$ cat src/rtl/blkxfer_pkg.sv
package blkxfer_pkg;

    typedef enum logic [1:0] {
        ST_CAP_WAIT,
        ST_CAP_MOVE,
        ST_RDB_WAIT,
        ST_RDB_MOVE
    } xfer_state_t;

    localparam logic [7:0] MODE_CODE_CAP = 8'h0A;
    localparam logic [7:0] MODE_CODE_RDB = 8'h0B;
    localparam int         STATUS_W      = 24;
    localparam int         STATUS_PTR_W  = 16;

endpackage

$ cat src/rtl/blkxfer_ptr.sv
module blkxfer_ptr #(
    parameter int NBLK = 4,
    localparam int IW  = $clog2(NBLK)
) (
    input  logic          clk,
    input  logic          rst,
    input  logic          step,
    output logic [IW-1:0] idx
);

    always_ff @(posedge clk) begin
        if (rst) begin
            idx <= '0;
        end else if (step) begin
            if (idx == IW'(NBLK - 1)) begin
                idx <= '0;
            end else begin
                idx <= idx + 1'b1;
            end
        end
    end

    // the pointer only moves on a block completion
    p_hold_r4: assert property (@(posedge clk) disable iff (rst)
        !step |=> $stable(idx));

    // the pointer never leaves the configured memory
    p_range_r4: assert property (@(posedge clk) disable iff (rst)
        int'(idx) < NBLK);

endmodule

$ cat src/rtl/blkxfer_status.sv
module blkxfer_status #(
    parameter int BIDX_W = 2
) (
    input  logic              rd_mode,
    input  logic [BIDX_W-1:0] wr_blk,
    output logic [23:0]       status
);
    import blkxfer_pkg::*;

    logic [STATUS_PTR_W-1:0] ptr_field;

    generate
        if (BIDX_W >= STATUS_PTR_W) begin : g_trunc
            assign ptr_field = wr_blk[STATUS_PTR_W-1:0];
        end else begin : g_ext
            assign ptr_field = {{(STATUS_PTR_W - BIDX_W){1'b0}}, wr_blk};
        end
    endgenerate

    assign status = {ptr_field, rd_mode ? MODE_CODE_RDB : MODE_CODE_CAP};

endmodule

$ cat src/rtl/blkxfer_fsm.sv
module blkxfer_fsm #(
    parameter int BLK_WORDS  = 512,
    parameter int FIFO_WORDS = 2048,
    parameter int SCNT_W     = 32,
    parameter int FCNT_W     = 12,
    parameter int BEAT_W     = 9,
    parameter int BIDX_W     = 15
) (
    input  logic              clk,
    input  logic              rst,
    input  logic              rd_cmd,
    input  logic [SCNT_W-1:0] cap_limit,
    input  logic [FCNT_W-1:0] in_rd_count,
    input  logic [FCNT_W-1:0] out_wr_count,
    input  logic              mem_rdy,
    input  logic [BIDX_W-1:0] wr_blk,
    input  logic [BIDX_W-1:0] rd_blk,
    output logic              mem_req,
    output logic              mem_we,
    output logic [BIDX_W+BEAT_W-1:0] mem_addr,
    output logic              in_rd_en,
    output logic              out_wr_en,
    output logic              cap_step,
    output logic              rdb_step,
    output logic              rd_mode
);
    import blkxfer_pkg::*;

    xfer_state_t       state;
    xfer_state_t       nxt;
    logic [BEAT_W-1:0] beat;
    logic [SCNT_W-1:0] smp_cnt;
    logic              switch_pend;

    logic cap_full_blk;
    logic cap_budget;
    logic rdb_room;
    logic rdb_data;
    logic last_beat;
    logic beat_ok;
    logic [FCNT_W-1:0] rdb_free;

    assign cap_full_blk = in_rd_count >= FCNT_W'(BLK_WORDS);
    assign cap_budget   = ({1'b0, smp_cnt} + (SCNT_W+1)'(BLK_WORDS)) <= {1'b0, cap_limit};
    assign rdb_free     = FCNT_W'(FIFO_WORDS) - out_wr_count;
    assign rdb_room     = rdb_free >= FCNT_W'(BLK_WORDS);
    assign rdb_data     = rd_blk != wr_blk;
    assign last_beat    = beat == BEAT_W'(BLK_WORDS - 1);
    assign beat_ok      = mem_req && mem_rdy;

    // state register
    always_ff @(posedge clk) begin
        if (rst) begin
            state <= ST_CAP_WAIT;
        end else begin
            state <= nxt;
        end
    end

    // beat, sample count and deferred mode switch
    always_ff @(posedge clk) begin
        if (rst) begin
            beat        <= '0;
            smp_cnt     <= '0;
            switch_pend <= 1'b0;
        end else begin
            if (beat_ok) begin
                beat <= last_beat ? '0 : beat + 1'b1;
            end
            if (state == ST_CAP_MOVE && mem_rdy) begin
                smp_cnt <= smp_cnt + 1'b1;
            end
            if (state == ST_CAP_MOVE && rd_cmd) begin
                switch_pend <= 1'b1;
            end
        end
    end

    // next state
    always_comb begin
        nxt = state;
        unique case (state)
            ST_CAP_WAIT: begin
                if (rd_cmd || switch_pend) begin
                    nxt = ST_RDB_WAIT;
                end else if (cap_full_blk && cap_budget) begin
                    nxt = ST_CAP_MOVE;
                end
            end
            ST_CAP_MOVE: begin
                if (mem_rdy && last_beat) begin
                    nxt = ST_CAP_WAIT;
                end
            end
            ST_RDB_WAIT: begin
                if (rdb_data && rdb_room) begin
                    nxt = ST_RDB_MOVE;
                end
            end
            ST_RDB_MOVE: begin
                if (mem_rdy && last_beat) begin
                    nxt = ST_RDB_WAIT;
                end
            end
        endcase
    end

    // outputs
    always_comb begin
        mem_req   = 1'b0;
        mem_we    = 1'b0;
        mem_addr  = {wr_blk, beat};
        in_rd_en  = 1'b0;
        out_wr_en = 1'b0;
        cap_step  = 1'b0;
        rdb_step  = 1'b0;
        rd_mode   = 1'b0;
        unique case (state)
            ST_CAP_WAIT: begin
                rd_mode = 1'b0;
            end
            ST_CAP_MOVE: begin
                mem_req  = 1'b1;
                mem_we   = 1'b1;
                in_rd_en = mem_rdy;
                cap_step = mem_rdy && last_beat;
            end
            ST_RDB_WAIT: begin
                rd_mode  = 1'b1;
                mem_addr = {rd_blk, beat};
            end
            ST_RDB_MOVE: begin
                rd_mode   = 1'b1;
                mem_req   = 1'b1;
                mem_addr  = {rd_blk, beat};
                out_wr_en = mem_rdy;
                rdb_step  = mem_rdy && last_beat;
            end
        endcase
    end

    // a capture block begins only after a whole block was present
    p_cap_gate_r2: assert property (@(posedge clk) disable iff (rst)
        (state == ST_CAP_MOVE && $past(state) == ST_CAP_WAIT) |-> $past(cap_full_blk));

    // a capture block begins only within the sample budget
    p_limit_r5: assert property (@(posedge clk) disable iff (rst)
        (state == ST_CAP_MOVE && $past(state) == ST_CAP_WAIT) |-> $past(cap_budget));

    // a pop happens only with an accepted memory write
    p_pop_hs_r3: assert property (@(posedge clk) disable iff (rst)
        in_rd_en |-> (mem_req && mem_we && mem_rdy));

    // a stalled beat keeps its position
    p_stall_r3: assert property (@(posedge clk) disable iff (rst)
        (mem_req && !mem_rdy) |=> $stable(beat));

    // a push happens only with a returned memory word
    p_push_hs_r8: assert property (@(posedge clk) disable iff (rst)
        out_wr_en |-> (mem_req && !mem_we && mem_rdy));

    // a readback block begins only with room for a whole block
    p_room_r7: assert property (@(posedge clk) disable iff (rst)
        (state == ST_RDB_MOVE && $past(state) == ST_RDB_WAIT) |-> $past(rdb_room));

    // a readback block begins only while pointers differ
    p_stop_r9: assert property (@(posedge clk) disable iff (rst)
        (state == ST_RDB_MOVE && $past(state) == ST_RDB_WAIT) |-> $past(rd_blk != wr_blk));

    // readback mode is kept until reset
    p_sticky_r10: assert property (@(posedge clk) disable iff (rst)
        rd_mode |=> rd_mode);

    // the capture FIFO is never popped in readback mode
    p_no_pop_r10: assert property (@(posedge clk) disable iff (rst)
        rd_mode |-> !in_rd_en);

endmodule

$ cat src/rtl/blkxfer_ctrl.sv
module blkxfer_ctrl #(
    parameter int WORD_W     = 16,
    parameter int BLK_WORDS  = 512,
    parameter int FIFO_BLKS  = 4,
    parameter int MEM_BLKS   = 32768,
    parameter int SCNT_W     = 32,
    localparam int BEAT_W     = $clog2(BLK_WORDS),
    localparam int BIDX_W     = $clog2(MEM_BLKS),
    localparam int ADDR_W     = BIDX_W + BEAT_W,
    localparam int FIFO_WORDS = FIFO_BLKS * BLK_WORDS,
    localparam int FCNT_W     = $clog2(FIFO_WORDS + 1)
) (
    input  logic              clk,
    input  logic              rst,
    input  logic              rd_cmd,
    input  logic [SCNT_W-1:0] cap_limit,
    input  logic [FCNT_W-1:0] in_rd_count,
    input  logic [WORD_W-1:0] in_dout,
    output logic              in_rd_en,
    input  logic [FCNT_W-1:0] out_wr_count,
    output logic [WORD_W-1:0] out_din,
    output logic              out_wr_en,
    output logic              mem_req,
    output logic              mem_we,
    output logic [ADDR_W-1:0] mem_addr,
    output logic [WORD_W-1:0] mem_wdata,
    input  logic [WORD_W-1:0] mem_rdata,
    input  logic              mem_rdy,
    output logic [23:0]       status
);

    logic [BIDX_W-1:0] wr_blk;
    logic [BIDX_W-1:0] rd_blk;
    logic              cap_step;
    logic              rdb_step;
    logic              rd_mode;

    assign mem_wdata = in_dout;
    assign out_din   = mem_rdata;

    blkxfer_fsm #(
        .BLK_WORDS (BLK_WORDS),
        .FIFO_WORDS(FIFO_WORDS),
        .SCNT_W    (SCNT_W),
        .FCNT_W    (FCNT_W),
        .BEAT_W    (BEAT_W),
        .BIDX_W    (BIDX_W)
    ) u_fsm (
        .clk         (clk),
        .rst         (rst),
        .rd_cmd      (rd_cmd),
        .cap_limit   (cap_limit),
        .in_rd_count (in_rd_count),
        .out_wr_count(out_wr_count),
        .mem_rdy     (mem_rdy),
        .wr_blk      (wr_blk),
        .rd_blk      (rd_blk),
        .mem_req     (mem_req),
        .mem_we      (mem_we),
        .mem_addr    (mem_addr),
        .in_rd_en    (in_rd_en),
        .out_wr_en   (out_wr_en),
        .cap_step    (cap_step),
        .rdb_step    (rdb_step),
        .rd_mode     (rd_mode)
    );

    blkxfer_ptr #(.NBLK(MEM_BLKS)) u_wr_ptr (
        .clk (clk),
        .rst (rst),
        .step(cap_step),
        .idx (wr_blk)
    );

    blkxfer_ptr #(.NBLK(MEM_BLKS)) u_rd_ptr (
        .clk (clk),
        .rst (rst),
        .step(rdb_step),
        .idx (rd_blk)
    );

    blkxfer_status #(.BIDX_W(BIDX_W)) u_status (
        .rd_mode(rd_mode),
        .wr_blk (wr_blk),
        .status (status)
    );

    // the write pointer is frozen in readback mode
    p_wr_frozen_r6: assert property (@(posedge clk) disable iff (rst)
        rd_mode |=> $stable(wr_blk));

    // the read pointer is frozen in capture mode
    p_rd_frozen_r8: assert property (@(posedge clk) disable iff (rst)
        !rd_mode |=> $stable(rd_blk));

endmodule

$ cat config.mk
export PLATFORM = sky130hd
export DESIGN_NAME = blkxfer_ctrl
export DESIGN_NICKNAME = d
export VERILOG_FILES = /design/src/rtl/blkxfer_pkg.sv /design/src/rtl/blkxfer_ptr.sv /design/src/rtl/blkxfer_status.sv /design/src/rtl/blkxfer_fsm.sv /design/src/rtl/blkxfer_ctrl.sv
export SDC_FILE = /design/constraint.sdc
export NUM_CORES = 1
export LEC_CHECK = 0
export ABC_AREA = 1
export ABC_CLOCK_PERIOD_IN_PS = 2850
export BUFFER_PORTS_ARGS = -buffer_cell sky130_fd_sc_hd__buf_2
export CAP_MARGIN = 5
export CORE_MARGIN = 5
export CORE_UTILIZATION = 47
export CTS_CLUSTER_SIZE = 8
export DETAILED_ROUTE_END_ITERATION = 6
export PLACE_DENSITY_LB_ADDON = 0.25
export SYNTH_ARGS = -nofsm -noshare
export SYNTH_HDL_FRONTEND = slang
export SYNTH_SLANG_ARGS = --single-unit
$ cat constraint.sdc
create_clock -name clk -period 2.85 [get_ports clk]
set_clock_uncertainty 0.15 [all_clocks]
set_input_delay 0.4275 -clock clk [delete_from_list [all_inputs] [get_ports clk]]
set_output_delay 0.4275 -clock clk [all_outputs]
set_load 0.03 [all_outputs]
# After elaboration in Yosys (flattened, before gate mapping)
# Index checks and enable logic that the tools add are counted.
dict set report totals {
  ff_bits 74
  in_bits 92
  out_inout_bits 84
  wordCells 55
}
dict set report op_classes {
  addsub 6
  order_cmp 3
  n_eq_ne 11
  n_mux 18
  n_reduce_logical 11
}
# operator count
set op_table {}
lappend op_table {{$add A32 B10 Y33 const B} 1}
lappend op_table {{$le A33 B32 Y1} 1}
lappend op_table {{$add A32 B1 Y32 const B} 1}
lappend op_table {{$add A15 B1 Y15 const B} 2}
lappend op_table {{$eq A15 B15 Y1 const B} 2}
lappend op_table {{$mux W15} 2}
lappend op_table {{$ge A12 B10 Y1 const B} 2}
lappend op_table {{$mux W24} 1}
lappend op_table {{$ne A15 B15 Y1} 1}
lappend op_table {{$sub A12 B12 Y12 const A} 1}
lappend op_table {{$mux W2} 5}
lappend op_table {{$add A9 B1 Y9 const B} 1}
lappend op_table {{$eq A9 B9 Y1 const B} 1}
lappend op_table {{$mux W9} 1}
lappend op_table {{$mux W1} 8}
lappend op_table {{$pmux W2 S4} 1}
lappend op_table {{$logic_and A1 B1 Y1} 6}
lappend op_table {{$eq A2 B2 Y1 const B} 2}
lappend op_table {{$ne A2 B1 Y1 const B} 2}
lappend op_table {{$reduce_and A4 Y1} 1}
lappend op_table {{$reduce_or A2 Y1} 2}
lappend op_table {{$ne A3 B1 Y1 const B} 1}
lappend op_table {{$eq A2 B1 Y1 const B} 1}
lappend op_table {{$logic_not A2 Y1} 1}
lappend op_table {{2 further kinds} 2}

# Longest topological paths before layout
# Gate-level depths: netlist of run 1.
dict set report logic_depth {
  depth_word 6
  ltp_mapped 25
  ltp_nobuf 25
}

# By module
# Synthesis of run 1 repeated with hierarchy kept, for this count alone.
dict set report hier_totals {
  cells_unflattened 896
  hier_area_um2 5834.3
}
# mod n_inst cells_each area_each_um2 seq_area_each_um2
set by_module_without_submodules {}
lappend by_module_without_submodules {blkxfer_fsm 1 600 3802.4 880.8}
lappend by_module_without_submodules {blkxfer_ptr 2 119 802.0 300.3}
lappend by_module_without_submodules {blkxfer_ctrl 1 32 240.2 0.0}
lappend by_module_without_submodules {blkxfer_status 1 26 187.7 0.0}

# Least setup slack after synthesis of run 1
# No wires, ideal clock.
dict set report synth_timing {
  path_type {reg-to-reg}
  start {reg u_fsm.beat[0]}
  end {reg u_wr_ptr.idx[13]}
  setup_time_ns 0.129
  arrival_ns 2.563
  required_ns 2.571
  path_slack_ns 0.008
  stages_incl_launch_ff 20
  path_buffers 0
  period_less_slack_ns 2.842
  path_cell_list {dfxtp_1 -> ha_1 -> nand2_1 -> nor4_1 -> ha_1 -> inv_1 -> nor2_8 -> inv_4 -> nor2_8 -> nand2_2 -> nor2_2 -> nand2_2 -> nor2_4 -> inv_2 -> nor2_4 -> nand2_2 -> nor2_2 -> nand2_1 -> xor2_1 -> nor2_2}
}
dict set report synth_via {
  elab_chain_cells 3
}
# item line
set synth_rtl {}
lappend synth_rtl {{start: declaration} blkxfer_fsm.sv:31} ;# logic [BEAT_W-1:0] beat;
lappend synth_rtl {{start signal: assignment} blkxfer_fsm.sv:68} ;# beat <= last_beat ? '0 : beat + 1'b1;
lappend synth_rtl {{$eq A9 B9 Y1} blkxfer_fsm.sv:48} ;# assign last_beat = beat == BEAT_W'(BLK_WORDS - 1);
lappend synth_rtl {{$logic_and A1 B1 Y1} blkxfer_fsm.sv:126} ;# cap_step = mem_rdy && last_beat;
lappend synth_rtl {{$mux W1} blkxfer_fsm.sv:118} ;# unique case (state)
lappend synth_rtl {{end signal: assignment} blkxfer_ptr.sv:18} ;# idx <= idx + 1'b1;
lappend synth_rtl {{end: declaration} blkxfer_ptr.sv:8} ;# output logic [IW-1:0] idx
# No other way between the ends.
# A chain may end at the register's enable or synchronous reset.

# Final worst setup path of run 1
dict set report layout_timing {
  start {reg u_fsm.smp_cnt[9]}
  end {reg u_fsm.state[0]}
}
dict set report layout_via {
  elab_chain_cells 5
}
# item line
set layout_rtl {}
lappend layout_rtl {{start: declaration} blkxfer_fsm.sv:32} ;# logic [SCNT_W-1:0] smp_cnt;
lappend layout_rtl {{start signal: assignment} blkxfer_fsm.sv:71} ;# smp_cnt <= smp_cnt + 1'b1;
lappend layout_rtl {{$add A32 B10 Y33} blkxfer_fsm.sv:44} ;# assign cap_budget = ({1'b0, smp_cnt} + (SCNT_W+1)'(BLK_WORDS)) <= {1'b0, cap_limit};
lappend layout_rtl {{$le A33 B32 Y1} blkxfer_fsm.sv:44}
lappend layout_rtl {{$logic_and A1 B1 Y1} blkxfer_fsm.sv:86} ;# end else if (cap_full_blk && cap_budget) begin
lappend layout_rtl {{$ne A3 B1 Y1 (no line)} -}
lappend layout_rtl {{$reduce_and A4 Y1 (no line)} -}
lappend layout_rtl {{end signal: assignment} blkxfer_fsm.sv:56} ;# state <= nxt;
lappend layout_rtl {{end: declaration} blkxfer_fsm.sv:29} ;# xfer_state_t state;
# No other way between the ends.

==> impl_results.md, run 1 <==
- Number of rows in the core area: 39
- Remaining global-route overflow: 0
- Violated checks: negative setup slack
- Filler-free cell count of the finished design: 1,085
- Min-delay worst type: in2reg
- Run status: finished with violations
- Number of diodes added for antenna fixing: 0
- Endpoint type of the worst setup path: register
- Synth unique cells: 46
- Category of the most critical setup path: reg2reg
- Final sum of negative setup slack: -0.0188 ns
- CTS Buf Count: 9
- Met2 usage: 29.3%
- Global route hottest layer: met2
- Count of fill cells added during filler insertion: 1,092
- Share of layout cells above drive strength 1: 30.3%
- Average cell area after synthesis: 6.80 um2
- DPL Wire Length: 10,600 um
- Required arrival time at the worst endpoint: 2.93 ns
- PnR worst setup slack: -0.0188 ns
- Hold endpoint: u_fsm.switch_pend
- DRC violation total after the first TritonRoute iteration: 258
- RD Place Congestion: 0.841
- Yosys warns: 0
- Peak supply drop: 0.370 mV
- Final setup violation count: 1
- Crit path time final: 2.87 ns
- Post-synthesis instance area: 5500 um2
- Post-synthesis to final-layout area growth: 27.1%
- Top_reg_cell synth: sky130_fd_sc_hd__dfxtp_1
- Number of cells in the design after placement: 1,058
- Instance count along the most critical hold path: 3
- First-pass GRT wire length: 22,000 um
- Total length of routed wires: 13,600 um
- Total power: 2.47 mW
- Cell types with the largest area share after synthesis: sky130_fd_sc_hd__dfxtp_1 27%, sky130_fd_sc_hd__inv_1 9.2%, sky130_fd_sc_hd__nand2_1 9.2%
- Clock root buffer: sky130_fd_sc_hd__clkbuf_16
- Number of flops mapped to enable cells by yosys: 0
- Hold buffer count at cts: 0
- LEAKAGE: 3.41 nW
- CP startpoint kind: register
- Portion of the post-synthesis area used by sequential elements: 27.0%
- Die Footprint: 14,000 um2
- CP Data Arrival Time: 2.95 ns
- CTS tree: done
- Effective utilization at floorplan: 48.1%
- Number of pins with negative max-slew slack in the final report: 0
- Setup slack of the most critical reg-to-reg path: -0.02 ns
- Hold path start: rd_cmd
- Clk pin slew, worst setup/hold paths: 0.06 ns
- IO buf count: 94
- Initial antenna violation count: 0
- Max Clk Rate: 349 MHz
- Number of sinks driven by the clock tree: 74
- Largest net degree at the start of global routing: 38
- Capture instance of the worst register-to-register path: u_fsm.state[0]
- Crit Path Max Fanout: 4
- FF-to-FF path depth: 17
- Overall Global Routing Usage: 18.6%
- Count of pins on the block boundary: 176
- Synthesized flop and latch total: 74
- Die boundary width: 118 um
- Via count of the first global-routing pass: 4,798
- Routed vias/inst: 4.86
- Worst skew pair latency: 0.33 ns
- DRC violations left: 0
- Number of iterations in the first detailed-routing pass: 4
- Final Core Density: 61.2%
- Origin of the critical flop-to-flop path: u_fsm.smp_cnt[9]
- Number of max-cap violations: 0
- Core Box Area: 11,400 um2
- Unrepaired setup endpoints after global routing: true
- Cell accounting for the most synthesized area: sky130_fd_sc_hd__dfxtp_1
- Final hold viol count: 0
- Fin crit share: 101%
- Number of nets in the finished design: 1,067
- Met3 GRT Util: 4.39%
- Max H-tree Level: 3
- Number of instances in the synthesized netlist: 808
- Die height: 118 um
- Async S/R FF share, synth: 0%
- Global-route met1 utilization: 25.4%
- DR vias: 5,273
- WL per Instance: 12.6 um
- Proportion of netlist area held by the largest area contributor: 27.0%
- Worst hold margin: 0.293 ns
- Maximum clock path buffer count: 2
- Count of antenna-violating nets left after detailed routing: 0
- Power per cell area: 354 nW/um2
-- worst max path at each step --
stage,startpoint,end,cells past startpoint
after detailed placement,u_fsm.smp_cnt[9],u_fsm.state[0],17
after CTS,u_fsm.smp_cnt[14],u_fsm.state[0],19
final,u_fsm.smp_cnt[9],u_fsm.state[0],17
after floorplan,u_fsm.beat[0],u_wr_ptr.idx[13],19
after global placement,u_fsm.smp_cnt[10],u_fsm.state[0],23
after global routing,u_fsm.smp_cnt[14],u_fsm.state[0],19
-- flip-flops by register name (all words and copies together), names as in the netlist --
signal and cells:
u_fsm.smp_cnt 32, u_rd_ptr.idx 15, u_wr_ptr.idx 15, u_fsm.beat 9, u_fsm.state 2, u_fsm.switch_pend 1
-- where the power goes --
group | switching, mW | internal, mW
logic | 0.179 | 0.0935
registers | 0.0154 | 1.05
clock network | 0.430 | 0.708
-- metal layers --
layer  wire length [um]  up-vias
met4                161        0
met2               6170      116
met3                651       14
li1                   -     2802
met1               6640     2341
met5                  0        -
-- logic make-up after synthesis --
logic type      count (synthesis)  synth area share, %
other cells                     2                0.137
compound gates                118                 11.7
flops                          74                 27.0
fa+ha+maj                      38                 8.65
buf+inv                       198                 16.6
simple gates                  338                 29.6
xor+xnor                       40                 6.37
-- layout by cell type (no fill, tap or decap), types with 12 or more instances in the layout --
cell type	n
sky130_fd_sc_hd__xor2_1	29
sky130_fd_sc_hd__ha_1	32
sky130_fd_sc_hd__nand3_1	30
sky130_fd_sc_hd__o21ai_0	43
sky130_fd_sc_hd__dfxtp_1	60
sky130_fd_sc_hd__nand2_2	16
sky130_fd_sc_hd__nor3_1	28
sky130_fd_sc_hd__inv_1	129
sky130_fd_sc_hd__nand2_1	120
sky130_fd_sc_hd__buf_2	94
sky130_fd_sc_hd__buf_4	69
sky130_fd_sc_hd__nor2_4	12
sky130_fd_sc_hd__dfxtp_2	14
sky130_fd_sc_hd__inv_2	13
sky130_fd_sc_hd__nor2_1	65
sky130_fd_sc_hd__a21oi_1	51
sky130_fd_sc_hd__nor2_2	13
sky130_fd_sc_hd__nand4_1	12
-- critical path, cell delays in order (launching register included) --
cell	delay, ns
sky130_fd_sc_hd__dfxtp_2	0.35
sky130_fd_sc_hd__ha_4	0.17
sky130_fd_sc_hd__nand2_4	0.06
sky130_fd_sc_hd__nor3_4	0.18
sky130_fd_sc_hd__nand4_1	0.17
sky130_fd_sc_hd__nor4_2	0.23
sky130_fd_sc_hd__nand3_1	0.15
sky130_fd_sc_hd__xor2_1	0.18
sky130_fd_sc_hd__ha_1	0.29
sky130_fd_sc_hd__nand2_2	0.07
sky130_fd_sc_hd__nor4_2	0.26
sky130_fd_sc_hd__nand3b_1	0.11
sky130_fd_sc_hd__nand2_2	0.10
sky130_fd_sc_hd__nand2_2	0.06
sky130_fd_sc_hd__nand2_2	0.08
sky130_fd_sc_hd__nand3_2	0.06
sky130_fd_sc_hd__nand2_1	0.06
sky130_fd_sc_hd__nor2_1	0.04
-- repair_timing --
item / in CTS / in global routing
gates resized for setup: 30 / 59
pin swaps: 20 / 30
setup endpoints to repair: 1 / 18
setup buffers: 5 / 6
-- cells in the mapped netlist, types with 6 or more instances --
cell	n
sky130_fd_sc_hd__ha_1	38
sky130_fd_sc_hd__nor4_1	11
sky130_fd_sc_hd__nor2_1	77
sky130_fd_sc_hd__nor3_1	30
sky130_fd_sc_hd__xnor2_1	9
sky130_fd_sc_hd__nand3_1	32
sky130_fd_sc_hd__o21ai_0	44
sky130_fd_sc_hd__clkbuf_1	11
sky130_fd_sc_hd__dfxtp_1	74
sky130_fd_sc_hd__inv_2	7
sky130_fd_sc_hd__a21oi_1	52
sky130_fd_sc_hd__inv_1	135
sky130_fd_sc_hd__buf_4	42
sky130_fd_sc_hd__nor2_2	7
sky130_fd_sc_hd__nor2_4	6
sky130_fd_sc_hd__nand2_1	134
sky130_fd_sc_hd__xor2_1	31
sky130_fd_sc_hd__nand4_1	12
-- per-stage QoR --
stage / setup WS (ns) / cell area [um2]
2_1_floorplan: 0.00846 / 5520
3_3_place_gp: -0.147 / 6260
3_5_place_dp: -0.192 / 6260
4_1_cts: -0.0994 / 6710
5_1_grt: -0.219 / 6990
6_report: -0.0188 / 6990
-- final cells by class --
class                           instances  area (um2)  share of cell area [%]
Inverter                              143         542                    7.75
Timing Repair Buffer                  167        1030                    14.8
Tap cell                              143         179                    2.56
Clock buffer                           15         298                    4.26
Sequential cell                        74        1500                    21.5
Clock inverter                          1        5.00                  0.0716
Multi-Input combinational cell        542        3430                    49.1
No activity file was read; power rests on OpenSTA's default activity.
==> inputs of run 2 (changes only) <==
--- a/config.mk
+++ b/config.mk
@@ -6,7 +6,7 @@
 export NUM_CORES = 1
 export LEC_CHECK = 0
 export ABC_AREA = 1
-export ABC_CLOCK_PERIOD_IN_PS = 2850
+export ABC_CLOCK_PERIOD_IN_PS = 2460
 export BUFFER_PORTS_ARGS = -buffer_cell sky130_fd_sc_hd__buf_2
 export CAP_MARGIN = 5
 export CORE_MARGIN = 5
==> constraint.sdc (replaced) <==
create_clock -name clk -period 2.46 [get_ports clk]
set_clock_uncertainty 0.15 [all_clocks]
set_input_delay 0.369 -clock clk [delete_from_list [all_inputs] [get_ports clk]]
set_output_delay 0.369 -clock clk [all_outputs]
set_load 0.03 [all_outputs]
==> impl_results.md, run 2 (synthesis results as in run 1) <==
- Run status: finished with violations
- Violated checks: negative setup slack
- PnR worst setup slack: -0.540 ns
- CP startpoint kind: register
- CP Data Arrival Time: 3.07 ns
- Origin of the critical flop-to-flop path: u_fsm.smp_cnt[13]
- Worst skew pair latency: 0.32 ns
- Count of pins on the block boundary: 176
- Required arrival time at the worst endpoint: 2.53 ns
- Die boundary width: 118 um
- Max H-tree Level: 3
- Number of iterations in the first detailed-routing pass: 4
- Maximum clock path buffer count: 2
- IO buf count: 94
- Capture instance of the worst register-to-register path: u_fsm.state[0]
- Routed vias/inst: 4.87
- Number of pins with negative max-slew slack in the final report: 0
- Final Core Density: 63.8%
- Clk pin slew, worst setup/hold paths: 0.06 ns
- Crit Path Max Fanout: 3
- Endpoint type of the worst setup path: register
- Number of sinks driven by the clock tree: 74
- Largest net degree at the start of global routing: 29
- FF-to-FF path depth: 18
- Min-delay worst type: in2reg
- Unrepaired setup endpoints after global routing: true
- Total power: 2.70 mW
- Reg power frac: 45.3%
- Commonest cells after routing, fill and taps aside: 129 x sky130_fd_sc_hd__inv_1, 122 x sky130_fd_sc_hd__nand2_1, 114 x sky130_fd_sc_hd__buf_4
- Fin crit share: 122%
- Instance count along the most critical hold path: 3
- Die height: 118 um
- RD Place Congestion: 0.918
- Largest registers: u_fsm.smp_cnt: 32 flops, u_rd_ptr.idx: 15 flops, u_wr_ptr.idx: 15 flops
- First-pass GRT wire length: 23,200 um
- DPL Wire Length: 11,100 um
- Setup crit start: u_fsm.smp_cnt[13]
- Total internal power: 2.00 mW
- Clock root buffer: sky130_fd_sc_hd__clkbuf_16
- Hold endpoint: u_fsm.switch_pend
- LEAKAGE: 3.64 nW
- Switching part of the total: 26.2%
- Number of rows in the core area: 39
- Initial antenna violation count: 0
- Final hold viol count: 0
- CTS Buf Count: 9
- Crit path time final: 3.00 ns
- Share of layout cells above drive strength 1: 33.1%
- Commonest non-fill, non-tap cell in the layout: sky130_fd_sc_hd__inv_1
- Worst hold margin: 0.219 ns
- Number of diodes added for antenna fixing: 0
- Setup slack of the most critical reg-to-reg path: -0.54 ns
- Number of max-cap violations: 0
- Power per cell area: 371 nW/um2
- DRC violation total after the first TritonRoute iteration: 278
- Max Clk Rate: 333 MHz
- Logic gate share of total power: 11.8%
- Effective utilization at floorplan: 48.1%
- WL per Instance: 12.6 um
- Number of flip-flops in the largest register: 32
- Overall Global Routing Usage: 19.3%
- Hold buffer count at cts: 0
- Largest register by flop count: u_fsm.smp_cnt
- DR vias: 5,523
- Number of nets in the finished design: 1,117
- Transition time at the pin with the least slew margin: 0.490 ns
- CTS tree: done
- DRC violations left: 0
- Count of fill cells added during filler insertion: 1,047
- Slew headroom: 67.1%
- Sequential cell area: 1510 um2
- Category of the most critical setup path: reg2reg
- Proportion of power drawn by the clock network: 42.9%
- Die Footprint: 14,000 um2
- Post-synthesis to final-layout area growth: 32.6%
- Net Switching: 708 uW
- Core Box Area: 11,400 um2
- Count of antenna-violating nets left after detailed routing: 0
- Total length of routed wires: 14,300 um
- Peak supply drop: 0.502 mV
- Final setup violation count: 17
- Via count of the first global-routing pass: 5,139
- Remaining global-route overflow: 0
- Area of combinational cells with multiple inputs: 3360 um2
- Hold path start: rd_cmd
[run 2: cell types whose count changed in the layout (fill, tap and decap cells not counted), sizes merged]
cell,change
clkbuf,-4
buf,+50
clkinv,+3
[run 2: critical path, cell delays in order, from the launching register on]
cell                       delay, ns
sky130_fd_sc_hd__dfxtp_2        0.35
sky130_fd_sc_hd__buf_6          0.09
sky130_fd_sc_hd__nand4_1        0.11
sky130_fd_sc_hd__nor3_4         0.20
sky130_fd_sc_hd__nand4_1        0.21
sky130_fd_sc_hd__buf_4          0.20
sky130_fd_sc_hd__xor2_1         0.15
sky130_fd_sc_hd__ha_1           0.28
sky130_fd_sc_hd__nand2_1        0.06
sky130_fd_sc_hd__nor2_1         0.16
sky130_fd_sc_hd__nand3_1        0.12
sky130_fd_sc_hd__nor4_2         0.28
sky130_fd_sc_hd__nand3b_1       0.10
sky130_fd_sc_hd__nand2_1        0.09
sky130_fd_sc_hd__nand2_1        0.07
sky130_fd_sc_hd__nand2_2        0.08
sky130_fd_sc_hd__nand3_2        0.07
sky130_fd_sc_hd__nand2_1        0.08
sky130_fd_sc_hd__nor2_1         0.05
[run 2: per-stage QoR]
| stage | setup slack (ns) | cell area [um2] | instances | setup TNS [ns] |
|---|---|---|---|---|
| floorplan | -0.278 | 5630 | 814 | -0.485 |
| global placement | -0.483 | 6750 | 1106 | -2.22 |
| detailed placement | -0.535 | 6750 | 1106 | -2.53 |
| CTS | -0.482 | 7070 | 1124 | -1.47 |
| global route | -0.775 | 7290 | 1134 | -5.24 |
| finish | -0.540 | 7290 | 1134 | -1.82 |
[run 2: worst max-delay path by stage]
stage	depth (start not counted)	slack [ns]	to
2_1_floorplan	19	-0.28	u_fsm.state[0]
3_3_place_gp	20	-0.48	u_fsm.state[0]
3_5_place_dp	19	-0.54	u_fsm.state[0]
4_1_cts	18	-0.48	u_fsm.state[0]
5_1_grt	22	-0.78	u_fsm.state[0]
6_report	18	-0.54	u_fsm.state[0]
[run 2: timing repair]
| action | CTS | global route |
|---|---|---|
| endpoints found under the setup margin | 18 | 26 |
| resized for setup | 14 | 40 |
| pin swaps | 15 | 27 |
| buffers inserted | 3 | 12 |
[run 2: layout make-up]
class                   instances  share of cell area, %
inverters                     143                   7.47
well taps                     143                   2.45
clock buffers                  11                   3.19
flip-flops and latches         74                   20.8
multi-input cells             542                   46.2
repair buffers                217                   19.7
clock inverters                 4                  0.275
[run 2: routing by layer]
layer / share of wire, % / GRT usage [%] / routed length [um] / vias up
met3: 4.6 / 3.68 / 649 / 23
met5: 0 / 0 / 0 / -
li1: - / - / - / 2905
met4: 1.4 / 4.52 / 203 / 0
met2: 48 / 32.2 / 6790 / 107
met1: 46 / 25.9 / 6610 / 2488
[run 2: power by group through the flow]
stage	Combinational, mW	Sequential, mW	Clock (mW)
finish	0.319	1.22	1.16
global placement	0.310	1.25	0
global route	0.360	1.23	1.23
floorplan	0.306	1.26	0
CTS	0.316	1.22	1.19
detailed placement	0.314	1.25	0
==> inputs of run 3 (changes only) <==
--- a/config.mk
+++ b/config.mk
@@ -5,12 +5,12 @@
 export SDC_FILE = /design/constraint.sdc
 export NUM_CORES = 1
 export LEC_CHECK = 0
-export ABC_AREA = 1
+export ABC_AREA = 0
 export ABC_CLOCK_PERIOD_IN_PS = 2460
 export BUFFER_PORTS_ARGS = -buffer_cell sky130_fd_sc_hd__buf_2
 export CAP_MARGIN = 5
 export CORE_MARGIN = 5
-export CORE_UTILIZATION = 47
+export CORE_UTILIZATION = 46
 export CTS_CLUSTER_SIZE = 8
 export DETAILED_ROUTE_END_ITERATION = 6
 export PLACE_DENSITY_LB_ADDON = 0.25
==> impl_results.md, run 3 <==
- Proportion of netlist area held by the largest area contributor: 28.7%
- List of most frequent post-synthesis cells: 82 x sky130_fd_sc_hd__nor2_1, 74 x sky130_fd_sc_hd__dfxtp_1, 55 x sky130_fd_sc_hd__xor2_1
- Die boundary width: 116 um
- RD Place Congestion: 0.878
- Hold path start: rd_cmd
- Instance count along the most critical hold path: 3
- Post-Place Setup Slack: -0.746 ns
- Number of nets in the finished design: 883
- Final Core Density: 57.7%
- Synthesized flop and latch total: 74
- Core Box Area: 10,900 um2
- CP startpoint kind: register
- Effective utilization at floorplan: 47.2%
- Commonest cells after routing, fill and taps aside: 94 x sky130_fd_sc_hd__buf_2, 78 x sky130_fd_sc_hd__nor2_1, 73 x sky130_fd_sc_hd__buf_4
- Hold endpoint: u_fsm.switch_pend
- Average cell area after synthesis: 8.15 um2
- LEAKAGE: 3.07 nW
- Number of sinks driven by the clock tree: 74
- Cell accounting for the most synthesized area: sky130_fd_sc_hd__dfxtp_1
- Cell types with the largest area share after synthesis: sky130_fd_sc_hd__dfxtp_1 29%, sky130_fd_sc_hd__xor2_1 9.3%, sky130_fd_sc_hd__ha_1 9.2%
- Endpoint type of the worst setup path: register
- Peak supply drop: 0.405 mV
- Setup crit start: u_fsm.smp_cnt[10]
- Fin crit share: 126%
- Crit path time final: 3.10 ns
- Violated checks: negative setup slack
- Max H-tree Level: 3
- FF-to-FF path depth: 13
- Count of pins on the block boundary: 176
- IO buf count: 94
- Number of flip-flops in the largest register: 32
- Via count of the first global-routing pass: 4,650
- Most instantiated library cell after synthesis: sky130_fd_sc_hd__nor2_1
- Final hold viol count: 0
- Total length of routed wires: 13,000 um
- Top_reg_cell synth: sky130_fd_sc_hd__dfxtp_1
- CTS Buf Count: 9
- Largest net degree at the start of global routing: 25
- Crit Path Max Fanout: 5
- First-pass GRT wire length: 21,300 um
- Yosys warns: 0
- Power per cell area: 438 nW/um2
- Number of instances in the synthesized netlist: 633
- Share of layout cells above drive strength 1: 30.1%
- Final setup violation count: 1
- Capture instance of the worst register-to-register path: u_fsm.state[0]
- Worst path max stage delay: 0.41 ns
- DR vias: 4,655
- Number of rows in the core area: 38
- DRC violations left: 0
- CP Data Arrival Time: 3.16 ns
- Async S/R FF share, synth: 0%
- Number of max-cap violations: 0
- Post-synthesis instance area: 5160 um2
- Largest registers: u_fsm.smp_cnt: 32 flops, u_rd_ptr.idx: 15 flops, u_wr_ptr.idx: 15 flops
- Master of the slowest instance on the critical path: sky130_fd_sc_hd__or4_1
- Clock root buffer: sky130_fd_sc_hd__clkbuf_16
- Routed vias/inst: 5.18
- DPL Wire Length: 10,400 um
- Max Clk Rate: 323 MHz
- Portion of the post-synthesis area used by sequential elements: 28.7%
- CTS tree: done
- Die Footprint: 13,400 um2
- Unrepaired setup endpoints after global routing: true
- Count of fill cells added during filler insertion: 1,009
- Run status: finished with violations
- Number of pins with negative max-slew slack in the final report: 0
- Number of iterations in the first detailed-routing pass: 4
- Count of antenna-violating nets left after detailed routing: 0
- Number of flops mapped to enable cells by yosys: 0
- Origin of the critical flop-to-flop path: u_fsm.smp_cnt[10]
- Clk pin slew, worst setup/hold paths: 0.06 ns
- Maximum clock path buffer count: 2
- Largest register by flop count: u_fsm.smp_cnt
- Synth unique cells: 49
- Overall Global Routing Usage: 19.7%
- Min-delay worst type: in2reg
- Cells along the critical path: ha_4 > nand3_4 > nor4_4 > and3_4 > nand4_4 > xnor2_1 > ha_1 > nand4_1 > or4_1 > a41o_1 > a31oi_1 > o21ai_1 > o2bb2ai_1
- Initial antenna violation count: 0
- Required arrival time at the worst endpoint: 2.53 ns
- Kind of cell adding the most delay to the critical path: simple AND/OR/NAND/NOR gates
- PnR worst setup slack: -0.638 ns
- WP buf/inv: 0
- Remaining global-route overflow: 0
- Commonest non-fill, non-tap cell in the layout: sky130_fd_sc_hd__buf_2
- Die height: 116 um
- Category of the most critical setup path: reg2reg
- Worst skew pair latency: 0.33 ns
- WL per Instance: 14.5 um
- Post-synthesis to final-layout area growth: 22.3%
- Setup slack of the most critical reg-to-reg path: -0.64 ns
- DRC violation total after the first TritonRoute iteration: 168
[run 3: changes by cell type in the layout (fill, tap and decap cells not counted), moves of 14 or more]
cell	delta
sky130_fd_sc_hd__nor3_1	-22
sky130_fd_sc_hd__a21oi_1	-21
sky130_fd_sc_hd__buf_4	-41
sky130_fd_sc_hd__nand2_1	-71
sky130_fd_sc_hd__xnor2_1	+22
sky130_fd_sc_hd__xor2_1	+24
sky130_fd_sc_hd__nand2_2	-14
sky130_fd_sc_hd__mux2_2	+15
sky130_fd_sc_hd__inv_1	-92
sky130_fd_sc_hd__o21ai_0	-26
[run 3: how the worst max path moves through the flow]
stage	endpoint	cells after the start
floorplan	u_fsm.state[0]	13
global placement	u_fsm.state[0]	13
detailed placement	u_fsm.state[0]	13
CTS	u_fsm.state[0]	13
global route	u_fsm.state[0]	13
finish	u_fsm.state[0]	13
[run 3: cell families (layout without fill, tap and decap cells)]
logic type / count (synthesis) / count (layout) / share of synthesized area [%]
AND/OR/NAND/NOR: 249 / 249 / 25.1
buffers and inverters: 101 / 220 / 11.1
XOR/XNOR: 86 / 86 / 14.6
flip-flops: 74 / 74 / 28.7
AO/OA/AOI/OAI: 65 / 65 / 7.35
adder cells (fa/ha/maj): 38 / 38 / 9.21
multiplexers: 18 / 18 / 3.86
other: 2 / 9 / 0.146
[run 3: area by class of cell]
class / instances / area [um2] / area share, %
well taps: 140 / 175 / 2.78
flip-flops and latches: 74 / 1500 / 23.8
inverters: 37 / 139 / 2.20
clock inverters: 3 / 40.0 / 0.634
multi-input cells: 464 / 3180 / 50.5
repair buffers: 167 / 1020 / 16.1
diodes: 1 / 2.50 / 0.0397
clock buffers: 13 / 250 / 3.97
[run 3: metal layers]
metal | track usage (%) | part of all wire, % | up-vias
met3 | 5.27 | 6.5 | 19
met1 | 24.1 | 44 | 2162
met2 | 33.7 | 48 | 118
met4 | 5.96 | 1.3 | 0
li1 | - | - | 2356
met5 | 0 | 0 | -
[run 3: report_power, final]
group	internal [mW]	leakage [nW]	switching, mW	total (mW)
registers	1.21	0.603	0.00884	1.22
clock network	0.810	0.144	0.485	1.29
logic	0.0993	2.32	0.152	0.251
[run 3: metrics by stage]
stage	total power [mW]	hold slack, ns	TNS, ns	cells	area, um2
global route	2.88	0.180	-0.820	898	6310
detailed placement	1.49	0.318	-0.746	881	5980
CTS	2.80	0.142	-0.665	897	6280
finish	2.76	0.153	-0.638	899	6310
global placement	1.48	0.301	-0.596	881	5980
floorplan	1.51	0.287	-0.504	639	5220
[run 3: worst min-delay path, cell delays in order]
cell and delay, ns:
sky130_fd_sc_hd__buf_2 0.10, sky130_fd_sc_hd__a21oi_1 0.06, sky130_fd_sc_hd__nor2_1 0.07
[run 3: timing repair]
item                                   in CTS  in global routing
hold buffers                                0                  0
endpoints found under the hold margin       0                  0
setup endpoints to repair                   1                 21
pin swaps                                   0                  2
gates cloned                                0                  0
resized for setup                           4                  9
buffers inserted                            0                  1
